File: config.mk
export PLATFORM = sky130hd
export DESIGN_NAME = rx_status_regs
export DESIGN_NICKNAME = d
export VERILOG_FILES = /design/src/rtl/rx_status_pkg.sv /design/src/rtl/rx_status_sticky.sv /design/src/rtl/rx_status_pulse.sv /design/src/rtl/rx_status_regs.sv
export SDC_FILE = /design/constraint.sdc
export NUM_CORES = 1
export LEC_CHECK = 0
export ABC_AREA = 1
export BUFFER_PORTS_ARGS = -buffer_cell sky130_fd_sc_hd__buf_2
export CORE_MARGIN = 2
export CORE_UTILIZATION = 30
export CTS_BUF_LIST = sky130_fd_sc_hd__clkbuf_2 sky130_fd_sc_hd__clkbuf_4 sky130_fd_sc_hd__clkbuf_8
export DETAILED_ROUTE_END_ITERATION = 8
export HOLD_SLACK_MARGIN = 0.03
export PLACE_DENSITY = 0.56
export SLEW_MARGIN = 20
export SYNTH_ARGS = -nofsm -noshare
export SYNTH_HDL_FRONTEND = slang
export SYNTH_SLANG_ARGS = --single-unit
File: constraint.sdc
create_clock -name clk -period 1.3 [get_ports clk]
set_input_delay 0.065 -clock clk [delete_from_list [all_inputs] [get_ports clk]]
set_output_delay 0.065 -clock clk [all_outputs]
set_load 0.02 [all_outputs]
File: src/rtl/rx_status_pkg.sv
package rx_status_pkg;
    localparam int REG_W   = 8;
    localparam int CAT_W   = 7;
    localparam int NUM_STK = 4;

    // sticky flag indices
    localparam int STK_CODING = 0;
    localparam int STK_TRACK  = 1;
    localparam int STK_BLOCK  = 2;
    localparam int STK_CRC    = 3;

    // bit positions inside the registers
    localparam int R0_NOLOCK_BIT = 7;
    localparam int R0_CODING_BIT = 0;
    localparam int R1_TRACK_BIT  = 7;
    localparam int R1_CRC_BIT    = 6;
    localparam int R1_BLOCK_BIT  = 5;

    typedef struct packed {
        logic             nolock;
        logic             sync_seen;
        logic [REG_W-1:0] rd_data;
    } ctl_t;
endpackage

File: src/rtl/rx_status_sticky.sv
module rx_status_sticky #(
    parameter int N = 4
) (
    input  logic         clk,
    input  logic         rst_n,
    input  logic [N-1:0] set_i,
    input  logic [N-1:0] clr_i,
    output logic [N-1:0] flag_o
);
    logic [N-1:0] flag_d, flag_q;

    for (genvar i = 0; i < N; i++) begin : g_bit
        // set has priority so an event coinciding with a read survives
        always_comb flag_d[i] = set_i[i] | (flag_q[i] & ~clr_i[i]);
    end

    always_ff @(posedge clk) begin
        if (!rst_n) flag_q <= '0;
        else        flag_q <= flag_d;
    end

    assign flag_o = flag_q;
endmodule

File: src/rtl/rx_status_pulse.sv
module rx_status_pulse (
    input  logic clk,
    input  logic rst_n,
    input  logic strobe_i,
    input  logic fire_i,
    output logic pulse_o
);
    logic pulse_d, pulse_q;

    always_comb begin
        pulse_d = pulse_q;
        if (strobe_i) pulse_d = fire_i;
    end

    always_ff @(posedge clk) begin
        if (!rst_n) pulse_q <= 1'b0;
        else        pulse_q <= pulse_d;
    end

    assign pulse_o = pulse_q;
endmodule

File: src/rtl/rx_status_regs.sv
module rx_status_regs
    import rx_status_pkg::*;
#(
    parameter logic [CAT_W-1:0] TRACK_CATEGORY = 7'b1100000
) (
    input  logic             clk,
    input  logic             rst_n,
    input  logic             sf_valid,
    input  logic             sf_right,
    input  logic             sf_user,
    input  logic [CAT_W-1:0] sf_category,
    input  logic             bmc_err,
    input  logic             in_preamble,
    input  logic             subcode_sync,
    input  logic             qcrc_err,
    input  logic             lock_in,
    input  logic             rd_en,
    input  logic             rd_sel,
    output logic [REG_W-1:0] rd_data,
    output logic             block_start_pulse
);
    ctl_t ctl_d, ctl_q;

    logic               ev_ok;
    logic [NUM_STK-1:0] set_vec;
    logic [NUM_STK-1:0] clr_vec;
    logic [NUM_STK-1:0] sticky_q;
    logic [REG_W-1:0]   sr0;
    logic [REG_W-1:0]   sr1;
    logic               rd0, rd1;

    always_comb begin
        ev_ok = sf_valid & lock_in;
        rd0   = rd_en & ~rd_sel;
        rd1   = rd_en &  rd_sel;

        set_vec             = '0;
        set_vec[STK_CODING] = ev_ok & bmc_err & ~in_preamble;
        set_vec[STK_TRACK]  = ev_ok & sf_right & sf_user & (sf_category == TRACK_CATEGORY);
        set_vec[STK_BLOCK]  = ev_ok & subcode_sync;
        set_vec[STK_CRC]    = ev_ok & qcrc_err & ctl_q.sync_seen;

        clr_vec             = '0;
        clr_vec[STK_CODING] = rd0;
        clr_vec[STK_TRACK]  = rd1;
        clr_vec[STK_BLOCK]  = rd1;
        clr_vec[STK_CRC]    = rd1;

        sr0                = '0;
        sr0[R0_NOLOCK_BIT] = ctl_q.nolock;
        sr0[R0_CODING_BIT] = sticky_q[STK_CODING];

        sr1                = '0;
        sr1[R1_TRACK_BIT]  = sticky_q[STK_TRACK];
        sr1[R1_CRC_BIT]    = sticky_q[STK_CRC];
        sr1[R1_BLOCK_BIT]  = sticky_q[STK_BLOCK];

        ctl_d        = ctl_q;
        ctl_d.nolock = ~lock_in;
        if (!lock_in)
            ctl_d.sync_seen = 1'b0;
        else if (ev_ok && subcode_sync)
            ctl_d.sync_seen = 1'b1;
        if (rd_en)
            ctl_d.rd_data = rd_sel ? sr1 : sr0;
    end

    always_ff @(posedge clk) begin
        if (!rst_n) begin
            ctl_q.nolock    <= 1'b1;
            ctl_q.sync_seen <= 1'b0;
            ctl_q.rd_data   <= '0;
        end else begin
            ctl_q <= ctl_d;
        end
    end

    rx_status_sticky #(.N(NUM_STK)) u_sticky (
        .clk    (clk),
        .rst_n  (rst_n),
        .set_i  (set_vec),
        .clr_i  (clr_vec),
        .flag_o (sticky_q)
    );

    rx_status_pulse u_pulse (
        .clk      (clk),
        .rst_n    (rst_n),
        .strobe_i (sf_valid),
        .fire_i   (ev_ok & subcode_sync),
        .pulse_o  (block_start_pulse)
    );

    assign rd_data = ctl_q.rd_data;
endmodule

Word-level counts from Yosys, hierarchy flattened
Index checks and enable logic that the tools add are counted.
{ "word_totals": {"ff_bits": 15, "latch_bits": 0, "ramBits": 0, "rom_bits": 0, "out_inout_bits": 9, "wordCells": 33, "mem_count": 0} }
{ "classes": {"addsub": 0, "mul": 0, "div_mod_pow": 0, "magnitude_cmp": 0, "eq_ne": 1, "shifts": 0, "n_mux": 1, "bitwise": 24, "n_reduce_logical": 2} }
{ "ops": {"columns": ["cell", "count"], "rows": [
  ["1-bit bitwise AND", 15],
  ["8-bit 2-to-1 mux", 1],
  ["7-bit == test, second input constant", 1],
  ["1-bit inverter", 5],
  ["1-bit bitwise OR", 4],
  ["2-bit AND reduction", 1],
  ["1-bit logical AND", 1]
]} }

Depth between registers and ports, before layout
{ "depth": {"word_depth": 5, "ltp_mapped": 5, "depth_no_buf": 5} }

By module
A second synthesis with hierarchy kept.
{ "unflattened": {"cells_unflattened": 79, "hier_area_um2": 544.3} }
{ "modules_own_cells": {"columns": ["module", "instances", "cells_each", "area_each_um2"], "rows": [
  ["rx_status_regs", 1, 52, 354.1],
  ["rx_status_sticky", 1, 21, 148.9],
  ["rx_status_pulse", 1, 6, 41.3]
]} }

Worst setup path after synthesis
Ideal clock, no wire load.
{ "synth_path": {"kind": "reg-to-reg", "start": "reg u_pulse.pulse_o (netlist name)", "end": "reg u_pulse.pulse_q (netlist: u_pulse.pulse_o)", "setup_ps": 70, "t_arrival_ps": 607, "t_required_ps": 1230, "setup_slack_ps": 624, "path_stages_with_launch": 3, "period_less_slack_ps": 676, "path_cell_list": "dfxtp_1 nand2_1 a21oi_1"} }
{ "synth_rtl": {"columns": ["item", "line_no", "text"], "rows": [
  ["end signal: assignment", "rx_status_pulse.sv:17", "else pulse_q <= pulse_d;"],
  ["end: declaration", "rx_status_pulse.sv:8", "logic pulse_d, pulse_q;"]
]} }

Worst setup path after layout
{ "layout_path": {"start": "in rst_n", "end": "reg ctl_q[9] (netlist name)"} }
{ "layout_rtl": {"columns": ["item", "line_no", "text"], "rows": [
  ["start: declaration", "rx_status_regs.sv:7", "input logic rst_n,"],
  ["end signal: assignment", "rx_status_regs.sv:74", "ctl_q <= ctl_d;"],
  ["end: declaration", "rx_status_regs.sv:22", "ctl_t ctl_d, ctl_q;"]
]} }
No word-level cell between the ends.

==> flow_summary_export.csv <==
group,metric,value,unit
timing,clock_skew,0.00693,ns
cts,cts_buffers,3,
synthesis,synth_area_leader_cell,"dfxtp_1",
cells_and_area,area_growth,29.6,%
cts,clock_latency,0.26,ns
timing,fin_crit_sh,88.8,%
synthesis,synth_edf_count,0,
cells_and_area,nFillCells,164,
pwr,swShare,24.7,%
floorplanning,start_util,32.3,%
cts,post_cts.repair.setup_buffers,0,
global_route,grt_max_degree,9,
synthesis,synth_warnings,0,
synthesis,postSynth.asyncResetShare,0,%
synthesis,synth_seq_area_share,45.2,%
timing,hold_viol_final,0,
worst_setup_path,cp.required,1.46,ns
placement,gp_congestion,0.668,
floorplanning,fp.dieH,44.3,um
cells_and_area,final_nets,112,
floorplanning,io_pins,28,
detailed_routing,wl_met3,74,um
synthesis,netlist_instances,67,
floorplanning,chipWidth,44.3,um
worst_setup_path,critPathTopFamily,"buffers and inverters",
cts,clock-sinks,11,
synthesis,syn_area,487,um2
pwr,p_clk_share,34.3,%
pwr,p_int,495,uW
pwr,seq_power_share,52.9,%
cts,h-tree-depth,1,
timing,rsz0062_at_grt,"no",
worst_setup_path,worst-path-buf-inv,3,
cts,cts_tree,"done",
global_route,track_usage,10.9,%
timing,setup_slack,0.146,ns
cells_and_area,n_antenna_cell,0,
detailed_routing,wl_per_cell,8.35,um
worst_setup_path,critical_path_class,"in -> reg",
global_route,antenna_found_initial,0,
floorplanning,core_area,1510,um2
timing,timing.fmax,0.866,GHz
placement,place_ws,0.667,ns
detailed_routing,drt-met1-wl,397,um
cts,cts_root_buffer,"clkbuf_4",
cts,clockBufferDepth,2,
synthesis,yosys.area.top_type_share,45.2,%
detailed_routing,drt_drc_violations_left,0,
synthesis,avgSynthCellArea,7.26,um2
synthesis,synth_area_leaders,"dfxtp_1, buf_4, nand2_1, a21oi_1, nand3_1",
pwr,ir_drop,0.569,mV
synthesis,synth_cell_types,11,
worst_setup_path,end_kind,"flop",
worst_setup_path,cp_common_cell,"dlygate4sd3_1",
pwr,power.share.combinational,12.8,%
floorplanning,rows,14,
floorplanning,die_area,1960,um2
worst_setup_path,path_cells,"dlygate4sd3_1, buf_2, nand2_1, dlygate4sd3_1",
timing,slew_viol_final,0,
detailed_routing,dr.max_layer_used,"met3",
detailed_routing,wl_met2,431,um
timing,setup_violations,0,
detailed_routing,drt_iter0_drc,3,
detailed_routing,antenna_left,0,
worst_setup_path,worst_path_max_delay_cell,"dlygate4sd3_1",
pwr,switching_power,163,uW
global_route,grt_pass1_vias,449,
worst_setup_path,worstPathArrival,1.31,ns
cts,ctsResizeCount,0,
pwr,power.density,1040,nW/um2
detailed_routing,routed_wl,902,um
synthesis,synth_commonest_cells,"nand2_1, dfxtp_1, a21oi_1",
worst_setup_path,startpoint_type,"input pin",
pwr,leakagePower,0.316,nW
worst_setup_path,cpPeakStageDelay,0.54,ns
synthesis,yosysMostFrequentCell,"nand2_1",
cts,clkTransAtPathRegs,0.07,ns
placement,dp_hpwl,737,um
synthesis,synth-seq-cells,11,
job,drv_cap,0,
detailed_routing,viasPerCell,4.32,
run_status,status,"finished clean",
global_route,overflow,0,
placement,io_buffers,23,
detailed_routing,num_vias,467,
synthesis,synth_top_flop_cell,"dfxtp_1",
timing,min_period,1.15,ns
cells_and_area,drive_gt1_share,30.4,%
global_route,grt_pass1_wl,1580,um
worst_setup_path,critPathMaxFanout,3,
timing,tns,0,ns
min_path,hp-class,"in -> reg",
detailed_routing,firstDrtPassIters,4,
logic make-up after synthesis:
logic type	count (synthesis)	synth area share, %
simple gates	29	25.2
buf+inv	16	18.5
flops	11	45.2
compound gates	10	10.3
other cells	1	0.770
tightest hold or removal path, cell delays in order:
cell and delay (ns):
buf_2 0.08, inv_1 0.03, nand2_1 0.04, a21oi_1 0.06
worst paths after layout:
kind / start / end / slack, ns / cells after the start
hold / removal: sf_valid / u_pulse.pulse_o$_SDFFE_PN0P_ / 0.06 / 4
hold reg to reg: ctl_q[8]$_SDFFE_PN0P_ / ctl_q[8]$_SDFFE_PN0P_ / 0.46 / 2
setup reg to reg: u_sticky.flag_o[1]$_SDFF_PN0_ / rd_data[7]$_SDFFE_PN0P_ / 0.65 / 4
setup / recovery: rst_n / ctl_q[9]$_SDFF_PN1_ / 0.15 / 4
power groups by stage:
stage          clock, mW  sequential [mW]  combinational [mW]
3_5_place_dp           0            0.356              0.0783
4_1_cts            0.236            0.348              0.0853
2_1_floorplan          0            0.357              0.0492
3_3_place_gp           0            0.356              0.0775
5_1_grt            0.257            0.349              0.0959
6_report           0.226            0.348              0.0843
sequential cells by signal, summed over array words and instances, names as in the netlist:
signal and flops:
u_sticky.flag_o 4, ctl_q 2, rd_data 4, u_pulse.pulse_o 1
metal layers:
layer  track usage, %  up-vias
li1                 -      248
met1             10.8      204
met2             20.0       15
met3             6.12        0
met4             1.82        0
met5                0        -
repair_timing:
item | in CTS | in global routing
setup endpoints to repair | 0 | 0
hold buffers | 3 | 0
hold endpoints to repair | 2 | 0
placed cells by master (no fill, tap or decap), drive strengths merged:
master       instances
clkinv               1
nand2               16
nand3                8
nand3b               1
clkbuf               3
o21ai                1
dlygate4sd3          3
inv                  8
a21oi                9
dfxtp               11
buf                 23
nor2                 4
conb                 4
metrics by stage:
step | hold slack (ns) | util, % | instance area [um2] | total power [mW] | std cells
2_1_floorplan | 0.148 | - | 498 | 0.406 | 70
3_3_place_gp | 0.282 | 38.0 | 573 | 0.434 | 101
3_5_place_dp | 0.280 | 38.0 | 573 | 0.435 | 101
4_1_cts | 0.0553 | 41.9 | 631 | 0.669 | 108
5_1_grt | 0.0629 | 41.9 | 631 | 0.702 | 108
6_report | 0.0628 | 41.9 | 631 | 0.658 | 108
final cells by class:
type | count | area [um2] | share of cell area [%]
Tap cell | 16 | 20.0 | 3.17
Inverter | 8 | 30.0 | 4.76
Clock buffer | 3 | 22.5 | 3.57
Sequential cell | 11 | 220 | 34.9
Clock inverter | 1 | 5.00 | 0.794
Multi-Input combinational cell | 43 | 188 | 29.8
Timing Repair Buffer | 26 | 145 | 23.0
No activity file was read; power rests on OpenSTA's default activity.
